==> config.mk <==
export PLATFORM = sky130hd
export DESIGN_NAME = i2c_target_ctl
export DESIGN_NICKNAME = d
export VERILOG_FILES = /design/src/rtl/i2c_tgt_pkg.sv /design/src/rtl/i2c_line_sync.sv /design/src/rtl/i2c_cond_detect.sv /design/src/rtl/i2c_rx_buffer.sv /design/src/rtl/i2c_target_ctl.sv
export SDC_FILE = /design/constraint.sdc
export NUM_CORES = 1
export LEC_CHECK = 0
export ABC_AREA = 1
export CAP_MARGIN = 10
export CORE_UTILIZATION = 47
export CTS_CLUSTER_SIZE = 24
export DETAILED_ROUTE_END_ITERATION = 10
export DONT_BUFFER_PORTS = 1
export PLACE_DENSITY = 0.61
export SYNTH_ARGS = -nofsm -noshare
export SYNTH_HDL_FRONTEND = slang
export SYNTH_SLANG_ARGS = --single-unit
==> constraint.sdc <==
create_clock -name clk -period 1.6 [get_ports clk]
set_input_delay 0.08 -clock clk [delete_from_list [all_inputs] [get_ports clk]]
set_output_delay 0.08 -clock clk [all_outputs]
set_load 0.02 [all_outputs]
==> src/rtl/i2c_tgt_pkg.sv <==
package i2c_tgt_pkg;
  localparam int BYTE_W = 8;
  localparam int ADDR_W = 10;
  localparam int CNT_W  = $clog2(BYTE_W);
  localparam logic [4:0] HDR10_TAG = 5'b11110;

  typedef enum logic [2:0] {
    S_IDLE, S_RXB, S_ACKW, S_ACK, S_HOLD, S_REL, S_TXB, S_TACK
  } tgt_st_t;

  typedef enum logic [1:0] {PH_A1, PH_A2, PH_DAT} tgt_ph_t;

  // 7-bit match: address in bits 7:1, R/W in bit 0
  function automatic logic addr7_hit(input logic [BYTE_W-1:0] b,
                                     input logic [ADDR_W-1:0] a);
    return b[7:1] == a[6:0];
  endfunction

  // 10-bit header: 11110, A9:A8, R/W
  function automatic logic hdr10_hit(input logic [BYTE_W-1:0] b,
                                     input logic [ADDR_W-1:0] a);
    return (b[7:3] == HDR10_TAG) && (b[2:1] == a[9:8]);
  endfunction
endpackage

==> src/rtl/i2c_line_sync.sv <==
module i2c_line_sync #(
  parameter int W      = 2,
  parameter int STAGES = 2
) (
  input  logic         clk,
  input  logic         rst_n,
  input  logic [W-1:0] d,
  output logic [W-1:0] q
);
  for (genvar g = 0; g < W; g++) begin : g_line
    logic [STAGES-1:0] chain;
    always_ff @(posedge clk or negedge rst_n) begin
      if (!rst_n) chain <= '1;
      else        chain <= {chain[STAGES-2:0], d[g]};
    end
    assign q[g] = chain[STAGES-1];
  end
endmodule

==> src/rtl/i2c_cond_detect.sv <==
module i2c_cond_detect (
  input  logic clk,
  input  logic rst_n,
  input  logic scl_s,
  input  logic sda_s,
  output logic scl_rise,
  output logic scl_fall,
  output logic start_c,
  output logic stop_c
);
  logic scl_q, sda_q;
  always_ff @(posedge clk or negedge rst_n) begin
    if (!rst_n) begin
      scl_q <= 1'b1;
      sda_q <= 1'b1;
    end else begin
      scl_q <= scl_s;
      sda_q <= sda_s;
    end
  end
  assign scl_rise = scl_s & ~scl_q;
  assign scl_fall = ~scl_s & scl_q;
  assign start_c  = scl_s & scl_q & sda_q & ~sda_s;
  assign stop_c   = scl_s & scl_q & ~sda_q & sda_s;
endmodule

==> src/rtl/i2c_rx_buffer.sv <==
module i2c_rx_buffer #(
  parameter int W = 8
) (
  input  logic         clk,
  input  logic         rst_n,
  input  logic         load,
  input  logic [W-1:0] din,
  input  logic         rd,
  output logic [W-1:0] dout,
  output logic         full,
  output logic         ovf,
  output logic         irq
);
  always_ff @(posedge clk or negedge rst_n) begin
    if (!rst_n) begin
      dout <= '0;
      full <= 1'b0;
      ovf  <= 1'b0;
      irq  <= 1'b0;
    end else begin
      irq <= 1'b0;
      if (rd) begin
        full <= 1'b0;
        ovf  <= 1'b0;
      end
      if (load) begin
        if (!full || rd) begin
          dout <= din;
          full <= 1'b1;
          irq  <= 1'b1;
        end else begin
          ovf <= 1'b1;
        end
      end
    end
  end
endmodule

==> src/rtl/i2c_target_ctl.sv <==
module i2c_target_ctl
  import i2c_tgt_pkg::*;
#(
  parameter int SYNC_STAGES = 2
) (
  input  logic              clk,
  input  logic              rst_n,
  input  logic              scl_i,
  input  logic              sda_i,
  output logic              scl_oe,
  output logic              sda_oe,
  input  logic [ADDR_W-1:0] cfg_addr,
  input  logic              cfg_ten_bit,
  input  logic [BYTE_W-1:0] tx_data,
  input  logic              tx_load,
  input  logic              rel_set,
  input  logic              rx_rd,
  output logic [BYTE_W-1:0] rx_data,
  output logic              rx_full,
  output logic              rx_ovf,
  output logic              irq_rx,
  output logic              irq_tx
);
  localparam logic [CNT_W-1:0] LAST_BIT = CNT_W'(BYTE_W - 1);

  logic [1:0] line_s;
  logic scl_s, sda_s, scl_rise, scl_fall, start_c, stop_c;

  i2c_line_sync #(.W(2), .STAGES(SYNC_STAGES)) u_sync (
    .clk(clk), .rst_n(rst_n), .d({scl_i, sda_i}), .q(line_s)
  );
  assign scl_s = line_s[1];
  assign sda_s = line_s[0];

  i2c_cond_detect u_det (
    .clk(clk), .rst_n(rst_n), .scl_s(scl_s), .sda_s(sda_s),
    .scl_rise(scl_rise), .scl_fall(scl_fall),
    .start_c(start_c), .stop_c(stop_c)
  );

  tgt_st_t           st;
  tgt_ph_t           ph, ph_n;
  logic [CNT_W-1:0]  cnt;
  logic [BYTE_W-1:0] sh, sh_next, tx_reg;
  logic ack_q, go_rd, mack, ten_armed;
  logic scl_oe_q, sda_oe_q, irq_tx_q;
  logic ack_c, rd_c, armed_n;
  logic byte_done, load_req;

  assign sh_next   = {sh[BYTE_W-2:0], sda_s};
  assign byte_done = (st == S_RXB) && scl_rise && (cnt == LAST_BIT)
                     && !start_c && !stop_c;
  assign load_req  = byte_done && (ph == PH_DAT);

  // acknowledge and phase decision for the byte that completes now
  always_comb begin
    ack_c   = 1'b0;
    rd_c    = 1'b0;
    ph_n    = ph;
    armed_n = ten_armed;
    case (ph)
      PH_A1: begin
        armed_n = 1'b0;
        if (!cfg_ten_bit) begin
          ack_c = addr7_hit(sh_next, cfg_addr);
          rd_c  = sh_next[0];
          ph_n  = PH_DAT;
        end else if (hdr10_hit(sh_next, cfg_addr)) begin
          if (sh_next[0]) begin
            ack_c   = ten_armed;
            rd_c    = 1'b1;
            armed_n = ten_armed;
            ph_n    = PH_DAT;
          end else begin
            ack_c = 1'b1;
            ph_n  = PH_A2;
          end
        end
      end
      PH_A2: begin
        ack_c   = (sh_next == cfg_addr[7:0]);
        armed_n = ack_c;
        ph_n    = PH_DAT;
      end
      default: ack_c = !(rx_full && !rx_rd);
    endcase
  end

  always_ff @(posedge clk or negedge rst_n) begin
    if (!rst_n) tx_reg <= '0;
    else if (tx_load) tx_reg <= tx_data;
  end

  always_ff @(posedge clk or negedge rst_n) begin
    if (!rst_n) begin
      st <= S_IDLE; ph <= PH_A1; cnt <= '0; sh <= '0;
      ack_q <= 1'b0; go_rd <= 1'b0; mack <= 1'b0; ten_armed <= 1'b0;
      scl_oe_q <= 1'b0; sda_oe_q <= 1'b0; irq_tx_q <= 1'b0;
    end else begin
      irq_tx_q <= 1'b0;
      if (stop_c) begin
        st <= S_IDLE; sda_oe_q <= 1'b0; scl_oe_q <= 1'b0; ten_armed <= 1'b0;
      end else if (start_c) begin
        st <= S_RXB; ph <= PH_A1; cnt <= '0; sda_oe_q <= 1'b0;
      end else begin
        case (st)
          S_RXB: if (scl_rise) begin
            sh  <= sh_next;
            cnt <= cnt + 1'b1;
            if (cnt == LAST_BIT) begin
              cnt <= '0; st <= S_ACKW; ack_q <= ack_c; go_rd <= rd_c;
              ph <= ph_n; ten_armed <= armed_n;
            end
          end
          S_ACKW: if (scl_fall) begin
            sda_oe_q <= ack_q;
            st       <= ack_q ? S_ACK : S_IDLE;
          end
          S_ACK: if (scl_fall) begin
            sda_oe_q <= 1'b0;
            if (go_rd) begin
              st <= S_HOLD; scl_oe_q <= 1'b1; irq_tx_q <= 1'b1;
            end else begin
              st <= S_RXB;
            end
          end
          S_HOLD: if (rel_set) begin
            sh <= tx_reg; sda_oe_q <= ~tx_reg[BYTE_W-1]; st <= S_REL;
          end
          S_REL: begin
            scl_oe_q <= 1'b0; cnt <= '0; st <= S_TXB;
          end
          S_TXB: if (scl_fall) begin
            if (cnt == LAST_BIT) begin
              sda_oe_q <= 1'b0; st <= S_TACK;
            end else begin
              sh       <= {sh[BYTE_W-2:0], 1'b0};
              sda_oe_q <= ~sh[BYTE_W-2];
              cnt      <= cnt + 1'b1;
            end
          end
          S_TACK: begin
            if (scl_rise) mack <= ~sda_s;
            if (scl_fall) begin
              if (mack) begin
                st <= S_HOLD; scl_oe_q <= 1'b1; irq_tx_q <= 1'b1;
              end else begin
                st <= S_IDLE;
              end
            end
          end
          default: ;
        endcase
      end
    end
  end

  i2c_rx_buffer #(.W(BYTE_W)) u_rx (
    .clk(clk), .rst_n(rst_n), .load(load_req), .din(sh_next), .rd(rx_rd),
    .dout(rx_data), .full(rx_full), .ovf(rx_ovf), .irq(irq_rx)
  );

  assign scl_oe = scl_oe_q;
  assign sda_oe = sda_oe_q;
  assign irq_tx = irq_tx_q;
endmodule

* Word-level counts from Yosys, hierarchy flattened
Index checks and enable logic that the tools add are counted.
Widths: inputs -> output; s select.
** Storage, ports and cells
- Word-level logic and storage cells :: 189
- Register bits :: 47
- Input port bits :: 26
- Output and inout port bits :: 14
** Cells by class
- Muxes and demuxes :: 80
- $add $sub $neg :: 1
- Reductions and logical operators :: 37
- Equality and inequality tests :: 36
- Bitwise operators :: 15
** Operators by type and width (count)
- $mux 3 :: 17
- $mux 1 :: 42
- $ne 4x4->1 const B :: 8
- $mux 7 :: 4
- $ne 3x3->1 const B :: 7
- $pmux 3 s7 :: 1
- $pmux 7 s3 :: 1
- $reduce_and 6->1 :: 3
- $mux 2 :: 8
- $eq 3x3->1 const B :: 5
- $reduce_and 5->1 :: 3
- $reduce_bool 2->1 :: 6
- $pmux 3 s3 :: 1
- $reduce_and 9->1 :: 1
- $reduce_bool 3->1 :: 3
- $reduce_bool 9->1 :: 1
- $eq 8x8->1 :: 1
- $ne 2x2->1 const B :: 4
- $not 1->1 :: 8
- $reduce_bool 4->1 :: 2
- $and 1x1->1 :: 7
- $eq 7x7->1 :: 1
- $logic_and 1x1->1 :: 7
- $reduce_and 7->1 :: 1
- other kinds (20) :: 27

* Depth between registers and ports, before layout
Gate-level depths: netlist of the first run.
- Word-level depth :: 10
- Mapped depth :: 11
- Depth with buffers taken out :: 11

* By module
Synthesis of the first run repeated with hierarchy kept, for this count alone.
** Second synthesis, totals
- Cells, all modules :: 329
- Area total of the unflattened synthesis :: 2613.8 µm²
** By module, submodules not included
- i2c_target_ctl :: cells an instance 266, times used 1, area an instance 1966.9 µm²
- i2c_rx_buffer :: cells an instance 44, times used 1, area an instance 432.9 µm²
- i2c_line_sync :: cells an instance 6, times used 1, area an instance 120.1 µm²
- i2c_cond_detect :: cells an instance 13, times used 1, area an instance 93.8 µm²

* Worst setup path before layout of the first run
OpenSTA, ideal clock, no wires.
- Path kind :: reg2reg
- Start point :: reg cnt[0]
- End point :: reg sh[5]
- Path buffers :: 1
- Cell stages (with the launch flop) :: 8
- Library setup time :: 123 ps
- Setup slack :: 88 ps
- Arrival :: 1388 ps
- Cells stage by stage :: dfrtp_1 -> ha_1 -> ha_1 -> o21ai_1 -> nand4_4 -> buf_6 -> nand2_1 -> o21ai_1
** On the way
- Longest elaborated chain between the ends :: 3
** RTL lines
- start, declared :: RTL line i2c_target_ctl.sv:43 : logic [CNT_W-1:0] cnt;
- start signal, assigned :: RTL line i2c_target_ctl.sv:109 : cnt <= cnt + 1'b1;
- start signal, assigned :: RTL line i2c_target_ctl.sv:139 : cnt <= cnt + 1'b1;
- $eq 3x3->1 :: RTL line i2c_target_ctl.sv:134 : if (cnt == LAST_BIT) begin
- $ne 2x2->1 (no source line)
- $reduce_and 7->1 (no source line)
- end signal, assigned :: RTL line i2c_target_ctl.sv:108 : sh <= sh_next;
- end signal, assigned :: RTL line i2c_target_ctl.sv:137 : sh <= {sh[BYTE_W-2:0], 1'b0};
- end, declared :: RTL line i2c_target_ctl.sv:44 : logic [BYTE_W-1:0] sh, sh_next, tx_reg;
Every way passes these cells.
A chain may end at the register's enable or synchronous reset.

* Worst setup path in the final report of the first run
- Start point :: reg u_sync.g_line[1].chain[1]
- End point :: reg sh[3]
** On the way
- Longest elaborated chain between the ends :: 5
** RTL lines
- start, declared :: RTL line i2c_line_sync.sv:11 : logic [STAGES-1:0] chain;
- start signal, assigned :: RTL line i2c_line_sync.sv:14 : else chain <= {chain[STAGES-2:0], d[g]};
- $and 1x1->1 :: RTL line i2c_cond_detect.sv:23, i2c_cond_detect.sv:24
- $and 1x1->1 (on tied branches) (2 in a row) :: RTL line i2c_cond_detect.sv:23, i2c_cond_detect.sv:24
- $not 1->1 (no source line)
- $reduce_and 7->1 (no source line) (*)
Every way passes the cells marked *; elsewhere a longest branch is shown, timed or not.

==> flow_summary.toml, run 1 <==
[worst_setup_path]
cp.required_ns = 1.80
r2r_cells = 10
cp-end-kind = "register"
reg2reg_from = "u_sync.g_line[1].chain[1]"
cp-start-kind = "register"
path_max_fanout = 7
timing.rr.end = "sh[3]"
worstSetupPathType = "reg -> reg"
r2r_slack_ns = 0.02
cp.arrival_ns = 1.78

[grt]
grt_overflow = 0
grt_pass1_vias = 2182
grt_pass1_wl_microns = 10100
grt_usage = 0.215
grt_start_max_net_pins = 48
antenna_found_initial = 0

[logic_synthesis]
synth.area.mux_share = 0.0296
yosys_warnings = 0
synthCells = 344
synth_area_per_cell_sq_um = 7.73
synth-adder-area-share = 0.00941
synth_cell_types = 36
synth_area_sq_mm = 0.00266
yosys.area_share.simple = 0.310
synth-xor-area-share = 0.00659
yosysSeqAreaShare = 0.445
synth-seq-cells = 47
synthesis.nets = 372
synth_top_family_by_area = "simple AND/OR/NAND/NOR gates"
synth_compound_area_frac = 0.120

[place]
place_congestion = 0.869
port_buffers = 0
dp_cells = 426
dp_hpwl_microns = 4360

[finish]
diodes = 0
nFillCells = 523
area_growth_pct = 23.9
drive_above_1_share = 0.251
nNetsFinal = 410
fin_util = 0.602
seq_area_sq_mm = 0.00119
multiInputGateArea_sq_mm = 0.00137
final_cells = 455

[die]
die_x_microns = 77.2
die_area_sq_mm = 0.00596
initial_utilization = 0.486
num_io_pins = 40
core-area_sq_mm = 0.00547
rows = 27
die_y_microns = 77.2

[power_and_ir_drop]
p_clk_frac = 0.183
swShare = 0.404
p_int_uw = 2610
pwr_density_cell_mw_per_mm2 = 1330
ir_drop_uv = 694
comb_power_share = 0.430
seqPwrFrac = 0.388
p_leak_uw = 0.00162
switching_power_uw = 1770
power_uw = 4370

[sta]
setup-violations-final = 0
period_needed_ns = 1.58
fmax_ghz = 0.633
slew_viol_final = 0
final-hold-violation-count = 0
fin_crit_sh = 0.988
rsz0062_at_grt = "true"
holdWs_ns = 0.0267
setup_tns_ns = 0
fin_skew_ns = 0.0105
max_slew_margin = 0.754
tightest_slew_ns = 0.368

[routing]
dr.pass1.iters = 4
drc = 0
wl_per_cell_microns = 13.4
drt-total-wl_microns = 6080
via_per_inst = 5.07
via_count = 2308
ant_nets = 0
drtIter0Drc = 151

[clock_tree]
cts_inserted_buffers = 5
clk_path_buf_depth = 2
cts_root_buffer = "clkbuf_8"
cts_tree = "done"
htreeDepth = 2
clk_pin_slew_worst_paths_ns = 0.09
clock_latency_ns = 0.31
cts_sinks = 47

[hold_path]
hold_start = "cfg_ten_bit"
hold_end = "ph[1]"
hold_class = "in -> reg"
hold_depth = 3

[flow_run]
max_cap_viol_count = 0

[outcome]
status = "completed"
-- metal layers --
metal / wire [microns] / track usage
met5: 0 / 0
met4: 83 / 0.0792
met3: 258 / 0.0345
met2: 2800 / 0.335
met1: 2940 / 0.301
-- kinds of logic after synthesis --
family                     after synthesis
and+or+nand+nor                        182
AOI/OAI and AO/OA                       55
DFF                                     47
xor gates and xnor gates                 2
adders and majority gates                2
muxes                                    7
buffers and inverters                   49
-- critical path, stage by stage (launching register included) --
cell and delay [ns]:
dfstp_2 0.56, inv_2 0.05, nor2_4 0.15, inv_2 0.06, nand2_2 0.08, nand2_2 0.06
inv_2 0.08, nand4_4 0.14, buf_12 0.18, nand2_1 0.06, o21ai_1 0.06
-- synth_stat cells, drive strengths merged --
| library cell | n | area (sq um) |
|---|---|---|
| clkbuf | 1 | 3.75 |
| nor2 | 36 | 148 |
| o21ai | 40 | 230 |
| buf | 5 | 40.0 |
| xnor2 | 2 | 17.5 |
| mux2 | 7 | 78.8 |
| dfstp | 6 | 158 |
| nand3b | 1 | 7.51 |
| nor3 | 3 | 20.0 |
| nand2 | 113 | 434 |
| o22ai | 2 | 12.5 |
| inv | 43 | 166 |
| nand4 | 9 | 86.3 |
| nand3 | 20 | 128 |
| o21a | 1 | 7.51 |
| dfrtp | 41 | 1030 |
| o211ai | 1 | 7.51 |
| ha | 2 | 25.0 |
| a21oi | 9 | 48.8 |
| a31oi | 1 | 6.26 |
| o21bai | 1 | 7.51 |
-- placed cells by master, fill, tap and decap left out, types with 2 or more instances in the layout --
cell	count
clkbuf_8	7
xnor2_1	2
inv_1	34
buf_4	19
buf_12	2
mux2_2	7
nand4_1	7
nor2_4	3
nand3_2	3
nand2_1	100
inv_4	2
nand3_4	2
nor2_2	2
o21ai_0	17
dfrtp_2	2
nand3_1	15
nor2_1	31
dfstp_2	6
nand2_2	8
inv_2	7
dlygate4sd3_1	14
o21ai_2	11
nand4_4	2
nor3_2	2
o21ai_1	12
a21oi_1	8
dfrtp_1	39
o22ai_1	2
nand2_4	5
-- repair_timing --
action / 4_1_cts / 5_1_grt
setup endpoints to repair: 18 / 24
pin swaps: 1 / 6
gates cloned: 0 / 1
hold endpoints to repair: 60 / 0
gates resized for setup: 5 / 30
buffers inserted: 1 / 4
hold buffers: 15 / 0
-- worst max-delay path by stage --
stage	startpoint	end	slack (ns)	cells past startpoint
floorplan	cnt[0]	sh[5]	0.09	7
detailed placement	cnt[0]	sh[0]	-0.06	6
finish	u_sync.g_line[1].chain[1]	sh[3]	0.02	10
global placement	u_sync.g_line[0].chain[1]	st[1]	-0.04	7
global route	u_sync.g_line[1].chain[1]	sh[3]	-0.05	10
CTS	cnt[0]	sh[3]	0.006	7
-- layout make-up --
cell class	count	area share
flip-flops and latches	47	0.360
well taps	72	0.0274
inverters	43	0.0505
repair buffers	37	0.114
multi-input cells	248	0.416
clock buffers	7	0.0293
clock inverters	1	0.00228
-- through the flow --
step | cell area [sq um] | setup slack (ns)
floorplan | 2660 | 0.0881
global placement | 2830 | -0.0397
detailed placement | 2830 | -0.0644
CTS | 3130 | 0.00577
global route | 3290 | -0.0465
finish | 3290 | 0.0192
-- power groups by stage --
| stage | clock network [uW] | logic (uW) | registers [uW] |
|---|---|---|---|
| final | 798 | 1880 | 1700 |
| after global routing | 856 | 2170 | 1730 |
| after CTS | 821 | 1670 | 1660 |
| after detailed placement | 0 | 1530 | 1680 |
| after global placement | 0 | 1520 | 1680 |
| after floorplan | 0 | 1220 | 1600 |
(Power assumes the default switching activity.)
==> inputs of run 2 (changes only) <==
CELL_PAD_IN_SITES_DETAIL_PLACEMENT = 1   (was not set)
CELL_PAD_IN_SITES_GLOBAL_PLACEMENT = 1   (was not set)
CORE_UTILIZATION = 46   (was 47)
PLACE_DENSITY = 0.75   (was 0.61)
clock period = 1.52 ns   (was 1.6 ns; I/O delays follow)
==> flow_summary.toml, run 2 (same netlist as run 1, synthesis figures left out) <==
[sta]
rsz0062_at_grt = "true"
fin_skew_ns = 0.00868
fin_crit_sh = 1.12
period_needed_ns = 1.70
slew_viol_final = 0
tightest_slew_ns = 0.414
final-hold-violation-count = 0
finalWorstSetupSlack_ns = -0.179
max_slew_margin = 0.723
fmax_ghz = 0.589
setup-violations-final = 24

[finish]
area_growth_pct = 39.2
layout_common_cells = "nand2_1 (87), dfrtp_1 (39), buf_4 (39)"
mostFrequentLayoutCell = "nand2_1"
nNetsFinal = 436
drive_above_1_share = 0.369
diodes = 0
fin_area_sq_mm = 0.00370

[worst_setup_path]
max_stage_delay_ns = 0.46
cp.arrival_ns = 1.95
worstSetupPathType = "reg -> reg"
cpMaxStageDelayCell = "dfrtp_1"
reg2reg_from = "st[1]"
r2r_cells = 8
timing.rr.end = "ph[0]"
cp-end-kind = "register"
r2r_slack_ns = -0.18
critical_path.top_delay_family = "simple AND/OR/NAND/NOR gates"
cp.required_ns = 1.78
cp-start-kind = "register"
path_max_fanout = 7
crit_buf_inv = 2
crit_chain = "inv_4 > nand2_4 > nor2_4 > nand3_4 > nor2_1 > buf_4 > nand4_1 > nand2_1"

[routing]
drt-total-wl_microns = 10400
dr.pass1.iters = 4
drc = 0
wl_per_cell_microns = 21.6
via_count = 2766
via_per_inst = 5.75
drtIter0Drc = 176
ant_nets = 0

[flow_run]
max_cap_viol_count = 0

[power_and_ir_drop]
p_leak_uw = 0.00179
swShare = 0.447
ir_drop_uv = 1040
p_int_uw = 2920
switching_power_uw = 2360
comb_power_share = 0.474
seqPwrFrac = 0.341
p_clk_frac = 0.184
pwr_density_cell_mw_per_mm2 = 1430

[die]
initial_utilization = 0.480
die_area_sq_mm = 0.00609
core-area_sq_mm = 0.00554
num_io_pins = 40
die_x_microns = 78.0
rows = 27
die_y_microns = 78.0

[grt]
top_usage_layer = "met2"
grt_overflow = 0
grtUsageMet2 = 0.536
grtUsageMet3 = 0.0407
grt_pass1_wl_microns = 13600
grt_start_max_net_pins = 48
antenna_found_initial = 0
grt_usage = 0.294
grt_use_met1 = 0.352
grt_pass1_vias = 2739

[outcome]
status = "complete, but fails checks"
failed_checks = "setup timing"

[clock_tree]
cts_sinks = 47
clock_latency_ns = 0.32
cts_tree = "done"
cts_root_buffer = "clkbuf_8"
cts_inserted_buffers = 5
clk_path_buf_depth = 2
htreeDepth = 2
clk_pin_slew_worst_paths_ns = 0.09

[place]
port_buffers = 0
dp_hpwl_microns = 5540
place_congestion = 0.852
place_area_sq_mm = 0.00302
pre_cts_ws_ns = -0.181

[hold_path]
hold_class = "in -> reg"
hold_end = "ph[1]"
hold_depth = 3
hold_start = "cfg_ten_bit"
## run 2: cell types whose count changed in the layout (fill, tap and decap cells not counted), sizes merged
cell      before  now
clkinvlp       1    0
bufinv         0    1
clkinv         0    3
clkbuf         8    7
inv           43   42
buf           22   46
nand4          9   10
## run 2: area by class of cell
cell class	instances	area, sq um
clock inverters	3	43.8
inverters	43	184
fillers	644	1840
well taps	72	90.1
clock buffers	5	68.8
multi-input cells	249	1540
repair buffers	62	587
flip-flops and latches	47	1190
## run 2: how the worst max path moves through the flow
stage	start	end	slack (ns)	cells past startpoint
2_1_floorplan	cnt[0]	sh[5]	0.008	7
4_1_cts	u_sync.g_line[1].chain[1]	sh[2]	-0.05	9
3_3_place_gp	u_sync.g_line[1].chain[1]	st[0]	-0.07	11
3_5_place_dp	u_sync.g_line[1].chain[1]	st[0]	-0.18	11
6_report	st[1]	ph[0]	-0.18	8
5_1_grt	st[1]	ph[0]	-0.28	8
## run 2: timing repair
item / 4_1_cts / 5_1_grt
gates cloned: 1 / 2
setup endpoints to repair: 30 / 31
hold endpoints to repair: 60 / 0
setup buffers: 2 / 4
hold buffers: 15 / 0
resized for setup: 16 / 78
pin swaps: 3 / 12
## run 2: power by group through the flow
stage | clock [uW] | sequential [uW] | combinational [uW]
after global placement | 0 | 1760 | 1760
after detailed placement | 0 | 1770 | 1840
after global routing | 1020 | 1820 | 2740
final | 975 | 1800 | 2500
after CTS | 947 | 1750 | 2020
after floorplan | 0 | 1690 | 1290
## run 2: per-layer routing
layer,vias up,part of all wire,routed length (microns)
met5,-,0,0
met4,0,0.047,492
met3,45,0.045,469
met2,108,0.54,5570
met1,1371,0.37,3880
li1,1242,-,-
## run 2: through the flow
stage	setup TNS (ns)	cells	power [uW]	hold slack, ns	util
5_1_grt	-4.00	481	5570	0.0518	0.668
3_3_place_gp	-0.355	450	3520	-0.219	0.545
6_report	-1.95	481	5280	0.0300	0.668
2_1_floorplan	0	344	2970	-0.220	-
4_1_cts	-0.669	476	4710	0.0435	0.609
3_5_place_dp	-2.17	450	3610	-0.219	0.545
## run 2: worst register-to-register path, stage by stage (launching register included)
cell and delay [ns]:
dfrtp_1 0.46, inv_4 0.15, nand2_4 0.09, nor2_4 0.16, nand3_4 0.13, nor2_1 0.25, buf_4 0.18, nand4_1 0.13
nand2_1 0.10
